$ cat src/rtl/fhc_pkg.sv
package fhc_pkg;

  typedef enum logic [1:0] {
    WB_ALU  = 2'd0,
    WB_MEM  = 2'd1,
    WB_LINK = 2'd2
  } wbSrcE;

  typedef struct packed {
    logic advance;  // stage records move forward at this edge
    logic bubble;   // execute receives an empty record instead of decode
  } ctrlStrobeT;

endpackage

$ cat src/rtl/fhc_match.sv
module fhc_match #(
  parameter int IDX_W = 5
) (
  input  logic [IDX_W-1:0] srcIdx,
  input  logic             srcUse,
  input  logic [IDX_W-1:0] dstIdx,
  input  logic             dstWe,
  output logic             hit
);
  // Register zero is never a real producer.
  assign hit = srcUse && dstWe && (dstIdx != '0) && (dstIdx == srcIdx);
endmodule

$ cat src/rtl/fhc_path.sv
module fhc_path
  import fhc_pkg::*;
#(
  parameter int IDX_W   = 5,
  parameter int NUM_SRC = 2
) (
  input  logic                     clk,
  input  logic                     rstN,
  input  ctrlStrobeT               strobe,
  input  logic [NUM_SRC*IDX_W-1:0] decSrcIdx,
  input  logic [NUM_SRC-1:0]       decSrcUse,
  input  logic [IDX_W-1:0]         decRd,
  input  logic                     decWe,
  input  wbSrcE                    decWbSrc,
  output logic [NUM_SRC-1:0]       fwdDecSel,
  output logic [NUM_SRC-1:0]       fwdExSel,
  output logic [1:0]               wbSrcSel,
  output logic [NUM_SRC-1:0]       loadMatch
);

  // Execute-stage record (instruction one ahead of decode)
  logic [IDX_W-1:0]   exRd;
  logic               exWe;
  wbSrcE              exSrc;
  logic [NUM_SRC-1:0] exFwd;
  // Writeback-stage record (instruction two ahead of decode)
  logic [IDX_W-1:0]   wbRd;
  logic               wbWe;
  wbSrcE              wbSrc;

  logic [NUM_SRC-1:0] exHit;
  logic [NUM_SRC-1:0] wbHit;
  logic               exIsLoad;

  for (genvar g = 0; g < NUM_SRC; g++) begin : gSrc
    fhc_match #(.IDX_W(IDX_W)) uExCmp (
      .srcIdx(decSrcIdx[g*IDX_W +: IDX_W]),
      .srcUse(decSrcUse[g]),
      .dstIdx(exRd),
      .dstWe (exWe),
      .hit   (exHit[g])
    );
    fhc_match #(.IDX_W(IDX_W)) uWbCmp (
      .srcIdx(decSrcIdx[g*IDX_W +: IDX_W]),
      .srcUse(decSrcUse[g]),
      .dstIdx(wbRd),
      .dstWe (wbWe),
      .hit   (wbHit[g])
    );
  end

  assign exIsLoad  = (exSrc == WB_MEM);
  assign loadMatch = exHit & {NUM_SRC{exIsLoad}};
  assign fwdDecSel = wbHit;
  assign fwdExSel  = exFwd;
  assign wbSrcSel  = wbSrc;

  always_ff @(posedge clk) begin
    if (!rstN) begin
      exRd  <= '0;
      exWe  <= 1'b0;
      exSrc <= WB_ALU;
      exFwd <= '0;
      wbRd  <= '0;
      wbWe  <= 1'b0;
      wbSrc <= WB_ALU;
    end else if (strobe.advance) begin
      wbRd  <= exRd;
      wbWe  <= exWe;
      wbSrc <= exSrc;
      if (strobe.bubble) begin
        exRd  <= '0;
        exWe  <= 1'b0;
        exSrc <= WB_ALU;
        exFwd <= '0;
      end else begin
        exRd  <= decRd;
        exWe  <= decWe;
        exSrc <= decWbSrc;
        // Producer directly ahead will sit in writeback next cycle.
        exFwd <= exHit;
      end
    end
  end

endmodule

$ cat src/rtl/fhc_ctrl.sv
module fhc_ctrl
  import fhc_pkg::*;
#(
  parameter int NUM_SRC = 2
) (
  input  logic [NUM_SRC-1:0] loadMatch,
  input  logic               extStall,
  output ctrlStrobeT         strobe,
  output logic               insertBubble,
  output logic               holdPc
);
  logic loadHazard;

  assign loadHazard     = |loadMatch;
  assign strobe.advance = ~extStall;
  assign strobe.bubble  = loadHazard;
  assign insertBubble   = loadHazard & ~extStall;
  assign holdPc         = loadHazard;
endmodule

$ cat src/rtl/fwd_hazard_ctrl.sv
module fwd_hazard_ctrl
  import fhc_pkg::*;
#(
  parameter int IDX_W   = 5,
  parameter int NUM_SRC = 2
) (
  input  logic                     clk,
  input  logic                     rstN,
  input  logic                     extStall,
  input  logic [NUM_SRC*IDX_W-1:0] decSrcIdx,
  input  logic [NUM_SRC-1:0]       decSrcUse,
  input  logic [IDX_W-1:0]         decRd,
  input  logic                     decWe,
  input  logic [1:0]               decWbSrc,
  output logic [NUM_SRC-1:0]       fwdDecSel,
  output logic [NUM_SRC-1:0]       fwdExSel,
  output logic [1:0]               wbSrcSel,
  output logic                     insertBubble,
  output logic                     holdPc
);
  ctrlStrobeT         strobe;
  logic [NUM_SRC-1:0] loadMatch;

  fhc_ctrl #(.NUM_SRC(NUM_SRC)) uCtrl (
    .loadMatch   (loadMatch),
    .extStall    (extStall),
    .strobe      (strobe),
    .insertBubble(insertBubble),
    .holdPc      (holdPc)
  );

  fhc_path #(.IDX_W(IDX_W), .NUM_SRC(NUM_SRC)) uPath (
    .clk      (clk),
    .rstN     (rstN),
    .strobe   (strobe),
    .decSrcIdx(decSrcIdx),
    .decSrcUse(decSrcUse),
    .decRd    (decRd),
    .decWe    (decWe),
    .decWbSrc (wbSrcE'(decWbSrc)),
    .fwdDecSel(fwdDecSel),
    .fwdExSel (fwdExSel),
    .wbSrcSel (wbSrcSel),
    .loadMatch(loadMatch)
  );
endmodule

$ cat config.mk
export PLATFORM = sky130hd
export DESIGN_NAME = fwd_hazard_ctrl
export DESIGN_NICKNAME = d
export VERILOG_FILES = /design/src/rtl/fhc_pkg.sv /design/src/rtl/fhc_match.sv /design/src/rtl/fhc_path.sv /design/src/rtl/fhc_ctrl.sv /design/src/rtl/fwd_hazard_ctrl.sv
export SDC_FILE = /design/constraint.sdc
export NUM_CORES = 1
export LEC_CHECK = 0
export BUFFER_PORTS_ARGS = -buffer_cell sky130_fd_sc_hd__clkbuf_2
export CAP_MARGIN = 20
export CORE_MARGIN = 2
export CORE_UTILIZATION = 47
export DETAILED_ROUTE_END_ITERATION = 8
export GPL_ROUTABILITY_DRIVEN = 0
export GPL_TIMING_DRIVEN = 0
export PLACE_DENSITY = 0.73
export SYNTH_ARGS = -nofsm -noshare
export SYNTH_HDL_FRONTEND = slang
export SYNTH_SLANG_ARGS = --single-unit
$ cat constraint.sdc
create_clock -name clk -period 2.6 [get_ports clk]
set_input_delay 0.26 -clock clk [delete_from_list [all_inputs] [get_ports clk]]
set_output_delay 0.26 -clock clk [all_outputs]
set_load 0.02 [all_outputs]
==> results of run 1 <==
critical path: stages, from the launching register on:
cell	delay, ns
dfxtp_1	0.38
xor2_1	0.18
nor4_1	0.39
nand3_1	0.22
a21oi_2	0.20
nor2b_4	0.14
clkbuf_2	0.16
cell families after synthesis:
| group | count (synthesis) | share of synthesized area (%) |
|---|---|---|
| compound gates | 13 | 10.27 |
| xor+xnor | 20 | 15.98 |
| buf+inv | 9 | 4.680 |
| flops | 18 | 32.88 |
| mux | 8 | 7.306 |
| simple gates | 52 | 28.88 |
sequential cells by signal (all words and copies together), names as in the netlist:
| signal | cells |
|---|---|
| uPath.exRd | 5 |
| uPath.wbRd | 5 |
| uPath.exSrc | 2 |
| uPath.exWe | 1 |
| uPath.fwdExSel | 2 |
| uPath.wbSrcSel | 2 |
| uPath.wbWe | 1 |
routing by layer:
metal  vias to the layer above  share of wire, %  wire, µm  global-route usage, %
met3                         2               5.2       124                  4.286
li1                        485                 -         -                      -
met5                         -                 0         0                      0
met1                       445                44      1036                  21.20
met4                         0              0.72        17                  7.692
met2                        31                50      1197                  36.25
power by group through the flow:
stage / combinational [mW] / clock [mW] / sequential [mW]
after floorplan: 0.0913 / 0 / 0.324
after global placement: 0.126 / 0 / 0.328
after detailed placement: 0.131 / 0 / 0.328
after CTS: 0.132 / 0.177 / 0.322
after global routing: 0.147 / 0.186 / 0.325
final: 0.130 / 0.174 / 0.322
through the flow:
step | utilization, % | instance area (µm²) | hold WS [ns]
final | 59.11 | 1308 | 0.2453
after global placement | 57.47 | 1271 | 0.4733
after floorplan | - | 1096 | 0.4585
after global routing | 59.11 | 1308 | 0.2535
after CTS | 59.11 | 1308 | 0.2450
after detailed placement | 57.47 | 1271 | 0.4845
layout make-up:
| class | instances | area (µm²) | area share [%] |
|---|---|---|---|
| Multi-Input combinational cell | 93 | 684.4 | 52.34 |
| Sequential cell | 18 | 360.3 | 27.56 |
| Timing Repair Buffer | 28 | 140.1 | 10.72 |
| Buffer | 9 | 51.30 | 3.923 |
| Clock buffer | 4 | 36.28 | 2.775 |
| Tap cell | 28 | 35.03 | 2.679 |
Yosys cell counts:
library cell / instances
nand3b_1: 8
dfxtp_1: 18
o21ai_2: 1
nand2_1: 3
buf_6: 1
nor2b_1: 8
mux2i_1: 8
o21ai_0: 3
nor2b_4: 1
clkbuf_1: 4
buf_4: 2
buf_2: 2
nand3_1: 13
nor3_1: 2
o211ai_1: 4
nor4_1: 2
nor2_1: 1
or2_1: 1
xor2_1: 8
nand4_1: 2
a21oi_2: 1
o211ai_2: 4
nand2b_1: 9
or4_1: 2
xnor2_1: 12
worst max path at each step:
stage,from,to,slack (ns),depth (start not counted)
2_1_floorplan,uPath.exRd[4]$_SDFFE_PN0N_,insertBubble,0.88,5
3_5_place_dp,uPath.exRd[4]$_SDFFE_PN0N_,insertBubble,0.68,6
6_report,uPath.exRd[4]$_SDFFE_PN0N_,insertBubble,0.37,6
3_3_place_gp,uPath.exRd[3]$_SDFFE_PN0N_,insertBubble,0.71,7
4_1_cts,uPath.exRd[4]$_SDFFE_PN0N_,insertBubble,0.33,6
5_1_grt,uPath.exRd[4]$_SDFFE_PN0N_,insertBubble,0.14,6
==> results.ini, run 1 <==
[placed_design]
dp_hpwl_mm = 1.919
dpl.cell_count = 176
post-place-ws_ns = 0.6765
port_buffers = 28

[yosys]
yosys_register_bits = 18
yosys-top-cells-area = dfxtp_1 33%, xnor2_1 9.6%, mux2i_1 7.3%, xor2_1 6.4%, nand3_1 5.9%
ys_seq_area_share_pct = 32.88
ys_types = 25
yosys_warnings = 0
synth_largest_area_cell = dfxtp_1
synth.avg_cell_area_um2 = 9.134
syn_inst = 120
synthDominantCellAreaShare_pct = 32.88
syn_area_um2 = 1096
syn-num-nets = 143

[global_routing]
grt_max_degree = 11
antenna_found_initial = 0
grt_pass1_vias = 952
grt_pass1_wl_mm = 3.926
overflow = 0
gr-usage-all-layers_pct = 19.56

[finish]
fin_cells = 180
layout.cells.most_common = clkbuf_2
nFillCells = 219
drive_gt1_share_pct = 28.95
fin_nets = 176
mostFrequentLayoutCells = 28 x clkbuf_2, 18 x dfxtp_1, 13 x nand3_1
num_antenna_cells = 0
syn_to_final_growth_pct = 19.29

[sta]
fin_crit_ns = 2.229
layout_setup_ws_ns = 0.3706
drv_slew = 0
setup_viol = 0
slew_headroom_pct = 72.86
fin_skew_ns = 0.002144
hold_viol_final = 0
rsz0062_at_grt = false
fin_crit_sh_pct = 85.75
max_freq_mhz = 448.5
fin_tns_setup_ns = 0
worstMarginPinSlew_ns = 0.4070

[floorplanning]
die_x_um = 52.29
dieHeight_um = 52.29
die_area_um2 = 2734
start_util_pct = 49.55
core_um2 = 2212
fp-row-count = 17
ios = 31

[critical_path]
crit_required_ns = 2.34
cp-start-kind = flip-flop
rr_startpoint = uPath.exRd[4]$_SDFFE_PN0N_
endpoint_kind = output port
critical_path.max_fanout = 5
reg2reg_slack_ns = 0.80
arrival_ns = 1.97
worstRegToRegCells = 5
r2r_end = uPath.exWe$_SDFFE_PN0N_
critPathKind = reg -> out

[hold_path]
min_from = decRd[4]
hold_depth = 3
worstHoldEndpoint = uPath.exRd[4]$_SDFFE_PN0N_
hp-class = in -> reg

[clock_network]
ctsResizeCount = 0
clkTransAtPathRegs_ns = 0.10
cts.sinks = 18
clk_path_buf_depth = 2
htreeDepth = 1
clk_latency_ns = 0.29
cts_setup_buffers = 0
ctsHoldBuffers = 0
cts_buffers = 3
cts_tree = done
cts_root_buf = clkbuf_4

[detailed_routing]
drt_iter0_markers = 11
drt_drc_violations_left = 0
wl_mm = 2.376
postRouteAntennaNets = 0
wl_per_cell_um = 13.20
vias = 963
via_per_inst = 5.350
dr.pass1.iters = 4

[pwr]
p_sw_uw = 177.0
switching_share_pct = 28.26
pwr-share-comb_pct = 20.8
seq_power_share_pct = 51.4
p_clk_share_pct = 27.7
ir_drop_v = 0.0003194
powerDensity_nw_per_um2 = 478.8
leakage_nw = 0.5441
intPower_uw = 449.1
p_total_uw = 626.1

[status]
status = finished, final reports clean

[flow_run]
drv_cap = 0

Note: power is estimated with default switching activity, not from simulation.
==> run 2: changes to the inputs <==
Settings changed: CAP_MARGIN 20 to not set, CORE_UTILIZATION 47 to 35, HOLD_SLACK_MARGIN set to 0.1, PLACE_DENSITY 0.73 to not set.
==> run 2 against run 1 <==
Compared with the run above:
- maximum frequency down 0.50%
- flip-flop and latch count stayed put
- worst setup slack lost 0.011 ns
- non-clock buffer count is the same
- critical path depth did not move
- largest cell class unchanged
- highest routed layer unchanged
==> results.ini, run 2 (same netlist as run 1, synthesis figures left out) <==
[hold_path]
min_from = decRd[3]  ; was decRd[4]
hold_depth = 3  ; unchanged
hp-class = in -> reg  ; unchanged
worstHoldEndpoint = uPath.exRd[3]$_SDFFE_PN0N_  ; was uPath.exRd[4]$_SDFFE_PN0N_

[sta]
hold_viol_final = 0  ; unchanged
rsz0062_at_grt = false  ; unchanged
max_freq_mhz = 446.3  ; was 448.5 MHz
layout_setup_ws_ns = 0.3593  ; was 0.3706 ns
fin_skew_ns = 0.007699  ; was 0.002144 ns
slew_headroom_pct = 71.82  ; was 72.86%
fin_crit_sh_pct = 86.18  ; was 85.75%
drv_slew = 0  ; unchanged
fin_crit_ns = 2.241  ; was 2.229 ns
fin_tns_setup_ns = 0  ; unchanged
setup_viol = 0  ; unchanged
holdWs_ns = 0.2475  ; was 0.2453 ns
worstMarginPinSlew_ns = 0.4227  ; was 0.4070 ns

[status]
status = finished, final reports clean  ; unchanged

[critical_path]
crit_chain = xor2_1, nor4_1, nand3_1, a21oi_2, nor2b_4, clkbuf_2  ; unchanged
critPathKind = reg -> out  ; unchanged
arrival_ns = 1.98  ; was 1.97 ns
critical_path.max_fanout = 5  ; unchanged
endpoint_kind = output port  ; unchanged
crit_buf_inv = 1  ; unchanged
rr_startpoint = uPath.exRd[4]$_SDFFE_PN0N_  ; unchanged
worstRegToRegCells = 5  ; unchanged
cp_top_family = simple AND/OR/NAND/NOR gates  ; unchanged
critPathSlowestCell = dfxtp_1  ; was nor4_1
cp-start-kind = flip-flop  ; unchanged
crit_required_ns = 2.34  ; about the same
critPathMaxStageDelay_ns = 0.39  ; about the same
reg2reg_slack_ns = 0.79  ; was 0.80 ns
r2r_end = uPath.exSrc[0]$_SDFFE_PN0N_  ; was uPath.exWe$_SDFFE_PN0N_

[clock_network]
ctsResizeCount = 0  ; unchanged
cts_buffers = 3  ; unchanged
clk_path_buf_depth = 2  ; unchanged
cts_root_buf = clkbuf_4  ; unchanged
clkTransAtPathRegs_ns = 0.10  ; about the same
cts.sinks = 18  ; unchanged
cts_tree = done  ; unchanged
clk_latency_ns = 0.29  ; about the same
htreeDepth = 1  ; unchanged
cts_setup_buffers = 0  ; unchanged
ctsHoldBuffers = 0  ; unchanged

[finish]
layout.cells.most_common = clkbuf_2  ; unchanged
largestRegisters = uPath.exRd: 5 flops, uPath.wbRd: 5 flops  ; unchanged
drive_gt1_share_pct = 28.48  ; was 28.95%
fin_cells = 195  ; was 180
nFillCells = 313  ; was 219
syn_to_final_growth_pct = 19.86  ; was 19.29%
mostFrequentLayoutCells = 28 x clkbuf_2, 18 x dfxtp_1, 13 x nand3_1  ; unchanged
utilization_pct = 43.39  ; was 59.11%
fin_nets = 176  ; unchanged
num_antenna_cells = 0  ; unchanged

[global_routing]
grt_pass1_wl_mm = 4.008  ; was 3.926 mm
grt_max_degree = 11  ; unchanged
antenna_found_initial = 0  ; unchanged
grt_pass1_vias = 918  ; was 952
overflow = 0  ; unchanged
gr-usage-all-layers_pct = 14.96  ; was 19.56%

[floorplanning]
dieHeight_um = 59.96  ; was 52.29 µm
die_area_um2 = 3595  ; was 2734 µm²
core_um2 = 3028  ; was 2212 µm²
ios = 31  ; unchanged
fp-row-count = 20  ; was 17
die_x_um = 59.96  ; was 52.29 µm
start_util_pct = 36.20  ; was 49.55%

[detailed_routing]
wl_per_cell_um = 12.72  ; was 13.20 µm
wl_mm = 2.481  ; was 2.376 mm
vias = 947  ; was 963
via_per_inst = 4.856  ; was 5.350
drt_drc_violations_left = 0  ; unchanged
drt_iter0_markers = 19  ; was 11
dr.pass1.iters = 4  ; unchanged
postRouteAntennaNets = 0  ; unchanged

[pwr]
ir_drop_v = 0.0001917  ; was 0.0003194 V
powerDensity_nw_per_um2 = 447.8  ; was 478.8 nW/µm²
leakage_nw = 0.5369  ; was 0.5441 nW

[placed_design]
port_buffers = 28  ; unchanged
dpl.cell_count = 192  ; was 176
post-place-ws_ns = 0.6567  ; was 0.6765 ns
dp_hpwl_mm = 1.933  ; was 1.919 mm

[flow_run]
drv_cap = 0  ; unchanged

## run 2: worst reg2reg max path, delay by kind of cell, from the launching register on
family | cells | cell delay, ns
DFF | 1 | 0.39
xor gates and xnor gates | 1 | 0.19
and+or+nand+nor | 3 | 0.96
AOI/OAI and AO/OA | 1 | 0.15
## run 2: final cells by class
class / count / area, µm² / share of cell area [%]
Multi-Input combinational cell: 93 / 684.4 / 52.10
Clock buffer: 3 / 22.52 / 1.714
Timing Repair Buffer: 28 / 140.1 / 10.67
Buffer: 9 / 51.30 / 3.905
Sequential cell: 18 / 360.3 / 27.43
Tap cell: 44 / 55.05 / 4.190
## run 2: through the flow
step | area (µm²) | total power, mW
after floorplan | 1096 | 0.4149
after global placement | 1291 | 0.4547
after detailed placement | 1291 | 0.4608
after CTS | 1314 | 0.5950
after global routing | 1314 | 0.6163
final | 1314 | 0.5883
## run 2: where the power goes
| part | internal, mW | switching [mW] | total, mW |
|---|---|---|---|
| clock | 0.0538 | 0.0822 | 0.136 |
| combinational | 0.0674 | 0.0612 | 0.129 |
| sequential | 0.296 | 0.0275 | 0.324 |
## run 2: how the worst max path moves through the flow
stage	cells after the start	start	to
after floorplan	5	uPath.exRd[4]$_SDFFE_PN0N_	insertBubble
after global placement	6	uPath.exRd[4]$_SDFFE_PN0N_	insertBubble
after detailed placement	6	uPath.exRd[4]$_SDFFE_PN0N_	insertBubble
after CTS	6	uPath.exRd[4]$_SDFFE_PN0N_	insertBubble
after global routing	6	uPath.exRd[4]$_SDFFE_PN0N_	insertBubble
final	6	uPath.exRd[4]$_SDFFE_PN0N_	insertBubble
## run 2: metal layers
metal | up-vias | global-route usage, % | wire (µm)
met1 | 431 | 18.64 | 1141
met2 | 27 | 25.93 | 1202
met4 | 0 | 5.714 | 35
met5 | - | 0 | 0
li1 | 485 | - | -
met3 | 4 | 1.948 | 101
==> run 3: changes to the inputs <==
Settings changed: CELL_PAD_IN_SITES_DETAIL_PLACEMENT set to 1, CELL_PAD_IN_SITES_GLOBAL_PLACEMENT set to 2, CORE_UTILIZATION 35 to 32, PLACE_DENSITY_LB_ADDON set to 0.1.
==> run 3 against run 2 <==
Compared with the run above:
- worst hold slack got worse by 0.0094 ns
- clock skew is 0.0029 ns lower
- design area rose by 1.2%
- critical path depth unchanged
- register-to-register slack got worse by 0.07 ns
- count of clock-buffer cells in the layout increased by 1
- worst setup slack got worse by 0.080 ns
- critical path type unchanged
- largest power group unchanged
==> results.ini, run 3 (same netlist as run 1, synthesis figures left out) <==
[status]
status = finished, final reports clean  ; unchanged

[floorplanning]
die_area_um2 = 3909  ; was 3595 µm²
die_x_um = 62.53  ; was 59.96 µm
fp-row-count = 21  ; was 20
core_um2 = 3311  ; was 3028 µm²
dieHeight_um = 62.53  ; was 59.96 µm
start_util_pct = 33.11  ; was 36.20%
ios = 31  ; unchanged

[finish]
syn_to_final_growth_pct = 21.35  ; was 19.86%
layout.cells.most_common = clkbuf_2  ; unchanged
largestRegisters = uPath.exRd: 5 flops, uPath.wbRd: 5 flops  ; unchanged
drive_gt1_share_pct = 28.95  ; was 28.48%
num_antenna_cells = 0  ; unchanged
nFillCells = 424  ; was 313
finalInstanceArea_um2 = 1330  ; was 1314 µm²
mostFrequentLayoutCells = 28 x clkbuf_2, 18 x dfxtp_1, 13 x nand3_1  ; unchanged
fin_nets = 176  ; unchanged

[clock_network]
ctsResizeCount = 0  ; unchanged
cts.sinks = 18  ; unchanged
clk_path_buf_depth = 2  ; unchanged
cts_tree = done  ; unchanged
cts_setup_buffers = 0  ; unchanged
clkTransAtPathRegs_ns = 0.11  ; was 0.10 ns
cts_root_buf = clkbuf_4  ; unchanged
ctsHoldBuffers = 0  ; unchanged
cts_buffers = 3  ; unchanged
clk_latency_ns = 0.29  ; about the same
htreeDepth = 1  ; unchanged

[detailed_routing]
via_per_inst = 4.848  ; was 4.856
wl_per_cell_um = 14.06  ; was 12.72 µm
wl_mm = 2.784  ; was 2.481 mm
drt_drc_violations_left = 0  ; unchanged
vias = 960  ; was 947
dr.pass1.iters = 3  ; was 4
postRouteAntennaNets = 0  ; unchanged
drt_iter0_markers = 15  ; was 19

[sta]
fin_skew_ns = 0.004826  ; was 0.007699 ns
slew_headroom_pct = 70.13  ; was 71.82%
drv_slew = 0  ; unchanged
hold_viol_final = 0  ; unchanged
setup_viol = 0  ; unchanged
rsz0062_at_grt = false  ; unchanged
fin_crit_sh_pct = 89.24  ; was 86.18%
worstMarginPinSlew_ns = 0.4440  ; was 0.4227 ns
fin_tns_setup_ns = 0  ; unchanged
max_freq_mhz = 431.0  ; was 446.3 MHz
fin_crit_ns = 2.320  ; was 2.241 ns

[global_routing]
antenna_found_initial = 0  ; unchanged
grt_pass1_wl_mm = 4.912  ; was 4.008 mm
grt_max_degree = 11  ; unchanged
grt_pass1_vias = 1050  ; was 918
gr-usage-all-layers_pct = 15.70  ; was 14.96%
overflow = 0  ; unchanged

[pwr]
leakage_nw = 0.5441  ; was 0.5369 nW
powerDensity_nw_per_um2 = 474.9  ; was 447.8 nW/µm²
p_total_uw = 631.6  ; was 588.3 µW
ir_drop_v = 0.0002080  ; was 0.0001917 V

[critical_path]
cp_top_family = simple AND/OR/NAND/NOR gates  ; unchanged
critical_path.max_fanout = 5  ; unchanged
critPathSlowestCell = dfxtp_1  ; unchanged
crit_required_ns = 2.34  ; about the same
cp-start-kind = flip-flop  ; unchanged
critPathMaxStageDelay_ns = 0.50  ; was 0.39 ns
reg2reg_slack_ns = 0.72  ; was 0.79 ns
arrival_ns = 2.06  ; was 1.98 ns
endpoint_kind = output port  ; unchanged
crit_chain = xor2_1, nor4_1, nand3_1, a21oi_2, nor2b_4, clkbuf_2  ; unchanged
crit_buf_inv = 1  ; unchanged
critPathKind = reg -> out  ; unchanged

[flow_run]
drv_cap = 0  ; unchanged

[hold_path]
hp-class = in -> reg  ; unchanged

[placed_design]
placed_cell_area_um2 = 1294  ; was 1291 µm²
port_buffers = 28  ; unchanged
dp_hpwl_mm = 2.201  ; was 1.933 mm

-- run 3: changes by cell type in the layout (fill, tap and decap cells not counted) --
cell / before / now
clkbuf_8: 0 / 1
-- run 3: layout make-up --
type | count | area (µm²) | share of cell area, %
Multi-Input combinational cell | 93 | 684.4 | 51.46
Timing Repair Buffer | 28 | 140.1 | 10.54
Sequential cell | 18 | 360.3 | 27.09
Clock buffer | 4 | 36.28 | 2.728
Buffer | 9 | 51.30 | 3.857
Tap cell | 46 | 57.56 | 4.327
-- run 3: final timing paths --
check / cells past startpoint / from / end
setup / recovery: 6 / uPath.exRd[0]$_SDFFE_PN0N_ / insertBubble
hold / removal: 3 / decRd[3] / uPath.exRd[3]$_SDFFE_PN0N_
setup reg to reg: 5 / uPath.exRd[0]$_SDFFE_PN0N_ / uPath.exRd[4]$_SDFFE_PN0N_
hold reg to reg: 2 / uPath.fwdExSel[1]$_SDFFE_PN0N_ / uPath.fwdExSel[1]$_SDFFE_PN0N_
-- run 3: through the flow --
step / utilization (%) / worst slack (ns) / hold slack, ns / std cells
after floorplan: - / 0.8833 / 0.4585 / 120
after global placement: 39.08 / 0.6087 / 0.4756 / 194
after detailed placement: 39.08 / 0.6100 / 0.4921 / 194
after CTS: 40.17 / 0.2644 / 0.2343 / 198
after global routing: 40.17 / 0.1355 / 0.2419 / 198
final: 40.17 / 0.2797 / 0.2381 / 198
-- run 3: power breakdown --
| part | switching (mW) | internal (mW) | leakage [nW] |
|---|---|---|---|
| Combinational | 0.0630 | 0.0675 | 0.375 |
| Clock | 0.0908 | 0.0853 | 0.0210 |
| Sequential | 0.0287 | 0.296 | 0.148 |
| Total | 0.183 | 0.449 | 0.544 |
-- run 3: routing by layer --
layer	vias to the layer above	track usage, %	part of all wire (%)	routed length [µm]
li1	483	-	-	-
met1	453	18.89	45	1260
met2	22	28.76	50	1401
met3	2	2.523	3.8	105
met4	0	4.167	0.61	17
met5	-	0	0	0
-- run 3: tightest hold or removal path, cell delays in order --
cell and delay, ns:
clkbuf_2 0.08, nand3b_1 0.08, o211ai_1 0.08
